[src/rtl/dac_cmd_pkg.sv]
package dac_cmd_pkg;
  localparam int FRAME_W = 16;
  localparam int FIELD_W = 12;
  localparam int SEL_W   = 2;

  localparam logic [1:0] OP_LOAD     = 2'b00;
  localparam logic [1:0] OP_LOAD_UPD = 2'b01;
  localparam logic [1:0] OP_ALL_UPD  = 2'b10;
  localparam logic [1:0] OP_SLEEP    = 2'b11;

  typedef enum logic [1:0] {
    REQ_WRITE   = 2'd0,
    REQ_SLP_ON  = 2'd1,
    REQ_SLP_OFF = 2'd2,
    REQ_MODE    = 2'd3
  } req_kind_e;

  typedef enum logic [2:0] {
    PEND_INIT,
    PEND_WRITE,
    PEND_SLP_ON,
    PEND_SLP_OFF,
    PEND_MODE
  } pend_e;

  typedef enum logic [1:0] {
    ST_BOOT,
    ST_IDLE,
    ST_WAIT
  } seq_st_e;

  typedef enum logic [1:0] {
    TX_IDLE,
    TX_SHIFT,
    TX_GAP
  } tx_st_e;
endpackage

[src/rtl/dac_frame_build.sv]
module dac_frame_build
  import dac_cmd_pkg::*;
#(
  parameter int RES_BITS = 12
) (
  input  logic [1:0]          op,
  input  logic [SEL_W-1:0]    sel,
  input  logic [RES_BITS-1:0] code,
  output logic [FRAME_W-1:0]  frame
);
  localparam int PAD = FIELD_W - RES_BITS;

  logic [FIELD_W-1:0] field;

  // left-justify the code inside the 12-bit data field
  assign field = FIELD_W'(code) << PAD;
  assign frame = {sel, op, field};
endmodule

[src/rtl/dac_code_cache.sv]
module dac_code_cache
  import dac_cmd_pkg::*;
#(
  parameter int NUM_CH   = 4,
  parameter int RES_BITS = 12
) (
  input  logic                clk,
  input  logic                rst_n,
  input  logic                wr_en,
  input  logic [SEL_W-1:0]    wr_sel,
  input  logic [RES_BITS-1:0] wr_code,
  input  logic [SEL_W-1:0]    rd_sel,
  output logic [RES_BITS-1:0] rd_code,
  output logic [RES_BITS-1:0] base_code
);
  logic [NUM_CH-1:0][RES_BITS-1:0] slot;

  for (genvar g = 0; g < NUM_CH; g++) begin : g_slot
    logic                q;
    logic [RES_BITS-1:0] val_q;
    logic                hit;

    assign hit = wr_en && (wr_sel == SEL_W'(g));

    always_ff @(posedge clk or negedge rst_n) begin
      if (!rst_n) begin
        val_q <= '0;
      end else if (hit) begin
        val_q <= wr_code;
      end
    end

    assign q       = 1'b0;
    assign slot[g] = val_q;
  end

  always_comb begin
    rd_code = '0;
    for (int i = 0; i < NUM_CH; i++) begin
      if (rd_sel == SEL_W'(i)) rd_code = slot[i];
    end
  end

  assign base_code = slot[0];
endmodule

[src/rtl/dac_spi_tx.sv]
module dac_spi_tx
  import dac_cmd_pkg::*;
#(
  parameter int DIV_HALF = 2
) (
  input  logic               clk,
  input  logic               rst_n,
  input  logic               start,
  input  logic [FRAME_W-1:0] frame_in,
  output logic               sclk,
  output logic               mosi,
  output logic               csn,
  output logic               done
);
  localparam int GAP_CYC = 2 * DIV_HALF;
  localparam int CNT_W   = $clog2(GAP_CYC + 1);
  localparam int HALF_W  = $clog2(2 * FRAME_W);

  tx_st_e             st_q, st_d;
  logic [CNT_W-1:0]   div_q, div_d;
  logic [HALF_W-1:0]  half_q, half_d;
  logic [FRAME_W-1:0] sh_q, sh_d;
  logic               sclk_q, sclk_d;
  logic               csn_q, csn_d;
  logic               done_q, done_d;
  logic               tick;

  assign tick = (div_q == CNT_W'(DIV_HALF - 1));

  always_comb begin
    st_d   = st_q;
    div_d  = div_q;
    half_d = half_q;
    sh_d   = sh_q;
    sclk_d = sclk_q;
    csn_d  = csn_q;
    done_d = 1'b0;
    unique case (st_q)
      TX_IDLE: begin
        if (start) begin
          sh_d   = frame_in;
          csn_d  = 1'b0;
          div_d  = '0;
          half_d = '0;
          st_d   = TX_SHIFT;
        end
      end
      TX_SHIFT: begin
        if (tick) begin
          div_d  = '0;
          half_d = half_q + 1'b1;
          sclk_d = ~sclk_q;
          // data moves on the falling edge, sampled on the rising one
          if (sclk_q) sh_d = sh_q << 1;
          if (half_q == HALF_W'(2 * FRAME_W - 1)) begin
            sclk_d = 1'b0;
            csn_d  = 1'b1;
            st_d   = TX_GAP;
          end
        end else begin
          div_d = div_q + 1'b1;
        end
      end
      TX_GAP: begin
        if (div_q == CNT_W'(GAP_CYC - 1)) begin
          div_d  = '0;
          done_d = 1'b1;
          st_d   = TX_IDLE;
        end else begin
          div_d = div_q + 1'b1;
        end
      end
      default: st_d = TX_IDLE;
    endcase
  end

  always_ff @(posedge clk or negedge rst_n) begin
    if (!rst_n) begin
      st_q   <= TX_IDLE;
      div_q  <= '0;
      half_q <= '0;
      sh_q   <= '0;
      sclk_q <= 1'b0;
      csn_q  <= 1'b1;
      done_q <= 1'b0;
    end else begin
      st_q   <= st_d;
      div_q  <= div_d;
      half_q <= half_d;
      sh_q   <= sh_d;
      sclk_q <= sclk_d;
      csn_q  <= csn_d;
      done_q <= done_d;
    end
  end

  assign sclk = sclk_q;
  assign mosi = sh_q[FRAME_W-1];
  assign csn  = csn_q;
  assign done = done_q;
endmodule

[src/rtl/dac_cmd_ctrl.sv]
module dac_cmd_ctrl
  import dac_cmd_pkg::*;
#(
  parameter int RES_BITS = 12,
  parameter int NUM_CH   = 4,
  parameter int DIV_HALF = 2
) (
  input  logic        clk,
  input  logic        rst_n,
  input  logic        req_valid,
  output logic        req_ready,
  input  logic [1:0]  req_kind,
  input  logic [1:0]  req_chan,
  input  logic [15:0] req_data,
  output logic        done,
  output logic        done_err,
  output logic        done_busy,
  output logic        spi_sclk,
  output logic        spi_mosi,
  output logic        spi_csn
);
  localparam int CODE_LIMIT = 1 << RES_BITS;
  localparam int MODE_LIMIT = 3;

  seq_st_e             st_q, st_d;
  pend_e               pend_q, pend_d;
  logic                slp_q, slp_d;
  logic [1:0]          mode_q, mode_d;
  logic [SEL_W-1:0]    psel_q, psel_d;
  logic [RES_BITS-1:0] pcode_q, pcode_d;
  logic [1:0]          pmode_q, pmode_d;
  logic                done_q, done_d;
  logic                err_q, err_d;
  logic                busy_q, busy_d;

  req_kind_e           kind;
  logic                tx_start, tx_done;
  logic [1:0]          tx_op;
  logic [SEL_W-1:0]    tx_sel;
  logic [RES_BITS-1:0] tx_code;
  logic [FRAME_W-1:0]  tx_frame;
  logic                cache_we;
  logic [RES_BITS-1:0] cached, code0;
  logic                chan_ok, range_ok, same_code, mode_ok;
  logic [1:0]          mode_req;

  assign kind      = req_kind_e'(req_kind);
  assign mode_req  = req_data[1:0];
  assign chan_ok   = int'(req_chan) < NUM_CH;
  assign range_ok  = int'(req_data) < CODE_LIMIT;
  assign same_code = chan_ok && (int'(req_data) == int'(cached));
  assign mode_ok   = int'(req_data) < MODE_LIMIT;

  dac_code_cache #(
    .NUM_CH  (NUM_CH),
    .RES_BITS(RES_BITS)
  ) u_cache (
    .clk      (clk),
    .rst_n    (rst_n),
    .wr_en    (cache_we),
    .wr_sel   (psel_q),
    .wr_code  (pcode_q),
    .rd_sel   (req_chan),
    .rd_code  (cached),
    .base_code(code0)
  );

  dac_frame_build #(
    .RES_BITS(RES_BITS)
  ) u_build (
    .op   (tx_op),
    .sel  (tx_sel),
    .code (tx_code),
    .frame(tx_frame)
  );

  dac_spi_tx #(
    .DIV_HALF(DIV_HALF)
  ) u_tx (
    .clk     (clk),
    .rst_n   (rst_n),
    .start   (tx_start),
    .frame_in(tx_frame),
    .sclk    (spi_sclk),
    .mosi    (spi_mosi),
    .csn     (spi_csn),
    .done    (tx_done)
  );

  always_comb begin
    st_d     = st_q;
    pend_d   = pend_q;
    slp_d    = slp_q;
    mode_d   = mode_q;
    psel_d   = psel_q;
    pcode_d  = pcode_q;
    pmode_d  = pmode_q;
    done_d   = 1'b0;
    err_d    = 1'b0;
    busy_d   = 1'b0;
    tx_start = 1'b0;
    tx_op    = OP_LOAD;
    tx_sel   = '0;
    tx_code  = '0;
    cache_we = 1'b0;
    unique case (st_q)
      ST_BOOT: begin
        tx_start = 1'b1;
        tx_op    = OP_ALL_UPD;
        pend_d   = PEND_INIT;
        st_d     = ST_WAIT;
      end
      ST_IDLE: begin
        if (req_valid) begin
          unique case (kind)
            REQ_WRITE: begin
              if (!chan_ok) begin
                done_d = 1'b1;
                err_d  = 1'b1;
              end else if (same_code) begin
                done_d = 1'b1;
              end else if (!range_ok) begin
                done_d = 1'b1;
                err_d  = 1'b1;
              end else if (slp_q) begin
                done_d = 1'b1;
                busy_d = 1'b1;
              end else begin
                tx_start = 1'b1;
                tx_op    = OP_LOAD_UPD;
                tx_sel   = req_chan;
                tx_code  = req_data[RES_BITS-1:0];
                psel_d   = req_chan;
                pcode_d  = req_data[RES_BITS-1:0];
                pend_d   = PEND_WRITE;
                st_d     = ST_WAIT;
              end
            end
            REQ_SLP_ON: begin
              if (slp_q) begin
                done_d = 1'b1;
              end else begin
                tx_start = 1'b1;
                tx_op    = OP_SLEEP;
                tx_sel   = mode_q + 2'd1;
                pend_d   = PEND_SLP_ON;
                st_d     = ST_WAIT;
              end
            end
            REQ_SLP_OFF: begin
              if (!slp_q) begin
                done_d = 1'b1;
              end else begin
                // waking is done by rewriting channel 0 with its cached code
                tx_start = 1'b1;
                tx_op    = OP_LOAD_UPD;
                tx_sel   = '0;
                tx_code  = code0;
                pend_d   = PEND_SLP_OFF;
                st_d     = ST_WAIT;
              end
            end
            REQ_MODE: begin
              if (!mode_ok) begin
                done_d = 1'b1;
                err_d  = 1'b1;
              end else if (mode_req == mode_q) begin
                done_d = 1'b1;
              end else if (slp_q) begin
                tx_start = 1'b1;
                tx_op    = OP_SLEEP;
                tx_sel   = mode_req + 2'd1;
                pmode_d  = mode_req;
                pend_d   = PEND_MODE;
                st_d     = ST_WAIT;
              end else begin
                mode_d = mode_req;
                done_d = 1'b1;
              end
            end
            default: done_d = 1'b1;
          endcase
        end
      end
      ST_WAIT: begin
        if (tx_done) begin
          st_d = ST_IDLE;
          unique case (pend_q)
            PEND_WRITE: begin
              cache_we = 1'b1;
              done_d   = 1'b1;
            end
            PEND_SLP_ON: begin
              slp_d  = 1'b1;
              done_d = 1'b1;
            end
            PEND_SLP_OFF: begin
              slp_d  = 1'b0;
              done_d = 1'b1;
            end
            PEND_MODE: begin
              mode_d = pmode_q;
              done_d = 1'b1;
            end
            default: done_d = 1'b0;
          endcase
        end
      end
      default: st_d = ST_BOOT;
    endcase
  end

  always_ff @(posedge clk or negedge rst_n) begin
    if (!rst_n) begin
      st_q    <= ST_BOOT;
      pend_q  <= PEND_INIT;
      slp_q   <= 1'b0;
      mode_q  <= 2'd0;
      psel_q  <= '0;
      pcode_q <= '0;
      pmode_q <= 2'd0;
      done_q  <= 1'b0;
      err_q   <= 1'b0;
      busy_q  <= 1'b0;
    end else begin
      st_q    <= st_d;
      pend_q  <= pend_d;
      slp_q   <= slp_d;
      mode_q  <= mode_d;
      psel_q  <= psel_d;
      pcode_q <= pcode_d;
      pmode_q <= pmode_d;
      done_q  <= done_d;
      err_q   <= err_d;
      busy_q  <= busy_d;
    end
  end

  assign req_ready = (st_q == ST_IDLE);
  assign done      = done_q;
  assign done_err  = err_q;
  assign done_busy = busy_q;
endmodule

[config.mk]
export PLATFORM = sky130hd
export DESIGN_NAME = dac_cmd_ctrl
export DESIGN_NICKNAME = d
export VERILOG_FILES = /design/src/rtl/dac_cmd_pkg.sv /design/src/rtl/dac_frame_build.sv /design/src/rtl/dac_code_cache.sv /design/src/rtl/dac_spi_tx.sv /design/src/rtl/dac_cmd_ctrl.sv
export SDC_FILE = /design/constraint.sdc
export NUM_CORES = 1
export LEC_CHECK = 0
export BUFFER_PORTS_ARGS = -buffer_cell sky130_fd_sc_hd__clkbuf_2
export CAP_MARGIN = 40
export CORE_MARGIN = 3
export CORE_UTILIZATION = 45
export CTS_CLUSTER_DIAMETER = 30
export DETAILED_ROUTE_END_ITERATION = 10
export HOLD_SLACK_MARGIN = 0.1
export PLACE_DENSITY = 0.68
export SLEW_MARGIN = 20
export SYNTH_ARGS = -nofsm -noshare
export SYNTH_HDL_FRONTEND = slang
export SYNTH_SLANG_ARGS = --single-unit
export TNS_END_PERCENT = 100
[constraint.sdc]
create_clock -name clk -period 7.2 [get_ports clk]
set_input_delay 0.72 -clock clk [delete_from_list [all_inputs] [get_ports clk]]
set_output_delay 0.72 -clock clk [all_outputs]
set_load 0.01 [all_outputs]
==> results.txt <==
Worst Path Class, Setup -> in -> reg
Worst setup EP type -> flop
Hold Path Class -> in -> async
Worst Max-Slew Pin Slew -> 0.738 ns
CTS clk-pin slew, worst paths -> 0.07 ns
Final Power -> 1.65 mW
Lkg Pwr -> 3.03 nW
Yosys top cell area share -> 44.5%
Commonest non-fill, non-tap cell in the layout -> dfrtp_1
Gpl congestion -> 0.818
DRT antenna net count -> 0
DR vias/cell -> 5.72
Asr flop ratio synth -> 100%
Unique masters post-synth -> 61
Fmax -> 0.292 GHz
GRT Util Overall -> 18.5%
Final hold slack -> 0.341 ns
Pre-antenna DRT Iters -> 4
Pre-CTS setup slack -> 3.40 ns
Worst-Skew Late Latency -> 0.35 ns
Total core area -> 12300 µm²
Die Wd -> 119 µm
Startpoint type of the worst setup path -> primary input
Post-CTS setup buffers -> 0
Ant. Diodes -> 0
Post-CTS sizing -> 0
Routed vias -> 3967
NetSw -> 0.554 mW
Synth Area in Adders -> 4.54%
RSZ-0062 raised after global routing -> no
Max-slew violations -> 0
Syn-to-layout area delta -> 10.5%
CTS root buffer -> clkbuf_16
Status -> finished clean
Post-Route WL -> 12500 µm
Max Cap Viol -> 0
Cts bufs inserted -> 9
Antenna violations before repair -> 0
Final worst path period share -> 47.5%
Sw Ratio -> 33.7%
TNS Setup -> 0 ns
EDFF count, synth -> 0
Largest family of logic cells by synthesized area -> multiplexers
XOR/XNOR share of the synthesized area -> 2.72%
Sequential power share -> 41.8%
Post-synth design cell area -> 5790 µm²
Clock Sinks -> 104
Clock power share -> 30.2%
Share of cells above drive strength 1 -> 28.7%
R2R setup slack -> 3.95 ns
Worst path arrival time -> 3.66 ns
Dominant cell type by area after synthesis -> dfrtp_1
Post-synthesis compound-gate area fraction -> 10.8%
Die extent in y -> 119 µm
Post-Synth Simple-Gate Area -> 9.37%
Final critical-path required period -> 3.42 ns
Hold Fails Final Rpt -> 0
First-pass GRT wire length -> 21200 µm
Skew final -> 0.00729 ns
Num ports -> 30
# rows -> 40
Largest cells by area after synthesis -> dfrtp_1 (44%), mux2_2 (12%), mux2_4 (4.9%)
Final HPWL DP -> 8980 µm
Largest net degree at the start of global routing -> 64
Dominant synthesized flop cell -> dfrtp_1
Post-synthesis mux area share -> 22.8%
Vias in the first global route -> 4110
Critical Path Fanout Max -> 18
Combinational share of power -> 28.0%
Wire per inst -> 18.0 µm
Syn Nets -> 542
Worst EP required -> 7.44 ns
Clock Path Buffers -> 2
DR DRC count -> 0
Global route overflow -> 0
IO Port Bufs -> 29
Final setup fails -> 0
Max-slew headroom -> 50.3%
Hold Buf Count CTS -> 0
Commonest cells after routing, fill and taps aside -> dfrtp_1 (103), mux2_2 (63), inv_1 (37), o21ai_0 (33)
Synthesized flop and latch total -> 104
H-tree levels -> 3
Mapped Avg Cell Area -> 11.6 µm²
Ys Warns -> 0
Worst IR Drop VDD -> 0.136 mV
Starting Density -> 47.1%
Die area -> 14300 µm²
CTS tree -> built
P_int -> 1.09 mW
Final WS setup -> 3.78 ns
Post-synthesis sequential area ratio -> 44.9%
Cell Pwr Density -> 257 nW/µm²
Syn Inst Count -> 498
Initial DRC Count -> 316
Fin nets -> 566
[flip-flops by register name, summed over array words and instances (netlist names), 2 cells and up]
signal and cells:
u_tx.half_q 5, pend_q 3, pcode_q 12, st_q 2, u_tx.div_q 3, u_tx.st_q 2, psel_q 2, u_cache.g_slot.val_q 36
mode_q 2, u_tx.sh_q 16, u_cache.base_code 12, pmode_q 2
[worst max-delay path, stage by stage]
cell and delay, ns:
clkbuf_2 0.48, mux4_1 0.65, xnor2_1 0.15, nor4_2 0.40
nand4bb_2 0.21, o21ai_1 0.58, nand2_1 0.11, a221o_1 0.33
[final timing paths]
| kind | endpoint | from | cells past startpoint |
|---|---|---|---|
| worst max-delay path | st_q[1] | req_chan[0] | 8 |
| worst min-delay path | pend_q[2] | rst_n | 1 |
| worst max register to register | u_tx.sh_q[0] | st_q[1] | 7 |
| worst min register to register | u_cache.g_slot[2].val_q[9] | u_cache.g_slot[2].val_q[9] | 1 |
| max in group asynchronous | u_cache.g_slot[1].val_q[8] | rst_n | 3 |
| min in group clk | u_cache.g_slot[2].val_q[9] | u_cache.g_slot[2].val_q[9] | 1 |
[layer usage]
layer | GRT usage (%) | share of wire (%) | wire length, µm
met4 | 4.87 | 1.4 | 175
met1 | 26.0 | 48 | 5990
met3 | 3.70 | 3.4 | 427
met5 | 0 | 0 | 0
met2 | 29.4 | 47 | 5920
[layout make-up]
| class | instances | area, µm² |
|---|---|---|
| fillers | 1117 | 5910 |
| multi-input cells | 334 | 2920 |
| flip-flops and latches | 104 | 2600 |
| repair buffers | 36 | 233 |
| clock buffers | 10 | 229 |
| well taps | 168 | 210 |
| inverters | 37 | 139 |
| clock inverters | 5 | 66.3 |
[Yosys cell counts (4+ instances only)]
cell      instances
xnor2_1          18
nand3_1          16
nor4_1            5
nand4_1           6
mux4_1            4
nor2_1           13
nand2_1          28
a21oi_1          14
a22oi_1          14
and3_1            8
inv_1            37
mux2_4           19
mux2i_1          13
mux2_2           63
mux4_2            4
ha_1             21
o21ai_0          33
dfrtp_1         103
clkbuf_1         13
[logic make-up (layout without fill, tap and decap cells)]
logic type,after synthesis,after routing
flops,104,104
fa+ha+maj,21,21
mux,103,103
simple gates,100,100
buf+inv,60,88
compound gates,92,92
xor+xnor,18,18
[per-stage QoR]
step | utilization, % | std cells | cell area [µm²]
2_1_floorplan | - | 498 | 5790
4_1_cts | 51.8 | 693 | 6370
3_3_place_gp | 49.0 | 674 | 6030
5_1_grt | 52.0 | 694 | 6400
6_report | 52.0 | 694 | 6400
3_5_place_dp | 49.4 | 678 | 6080
[power groups by stage]
stage	clock network, mW	registers, mW	logic, mW
after floorplan	0	0.688	0.345
after global placement	0	0.695	0.433
after detailed placement	0	0.699	0.460
after CTS	0.507	0.688	0.462
after global routing	0.529	0.697	0.515
final	0.497	0.688	0.461
Power figures use the tool's default switching activity.
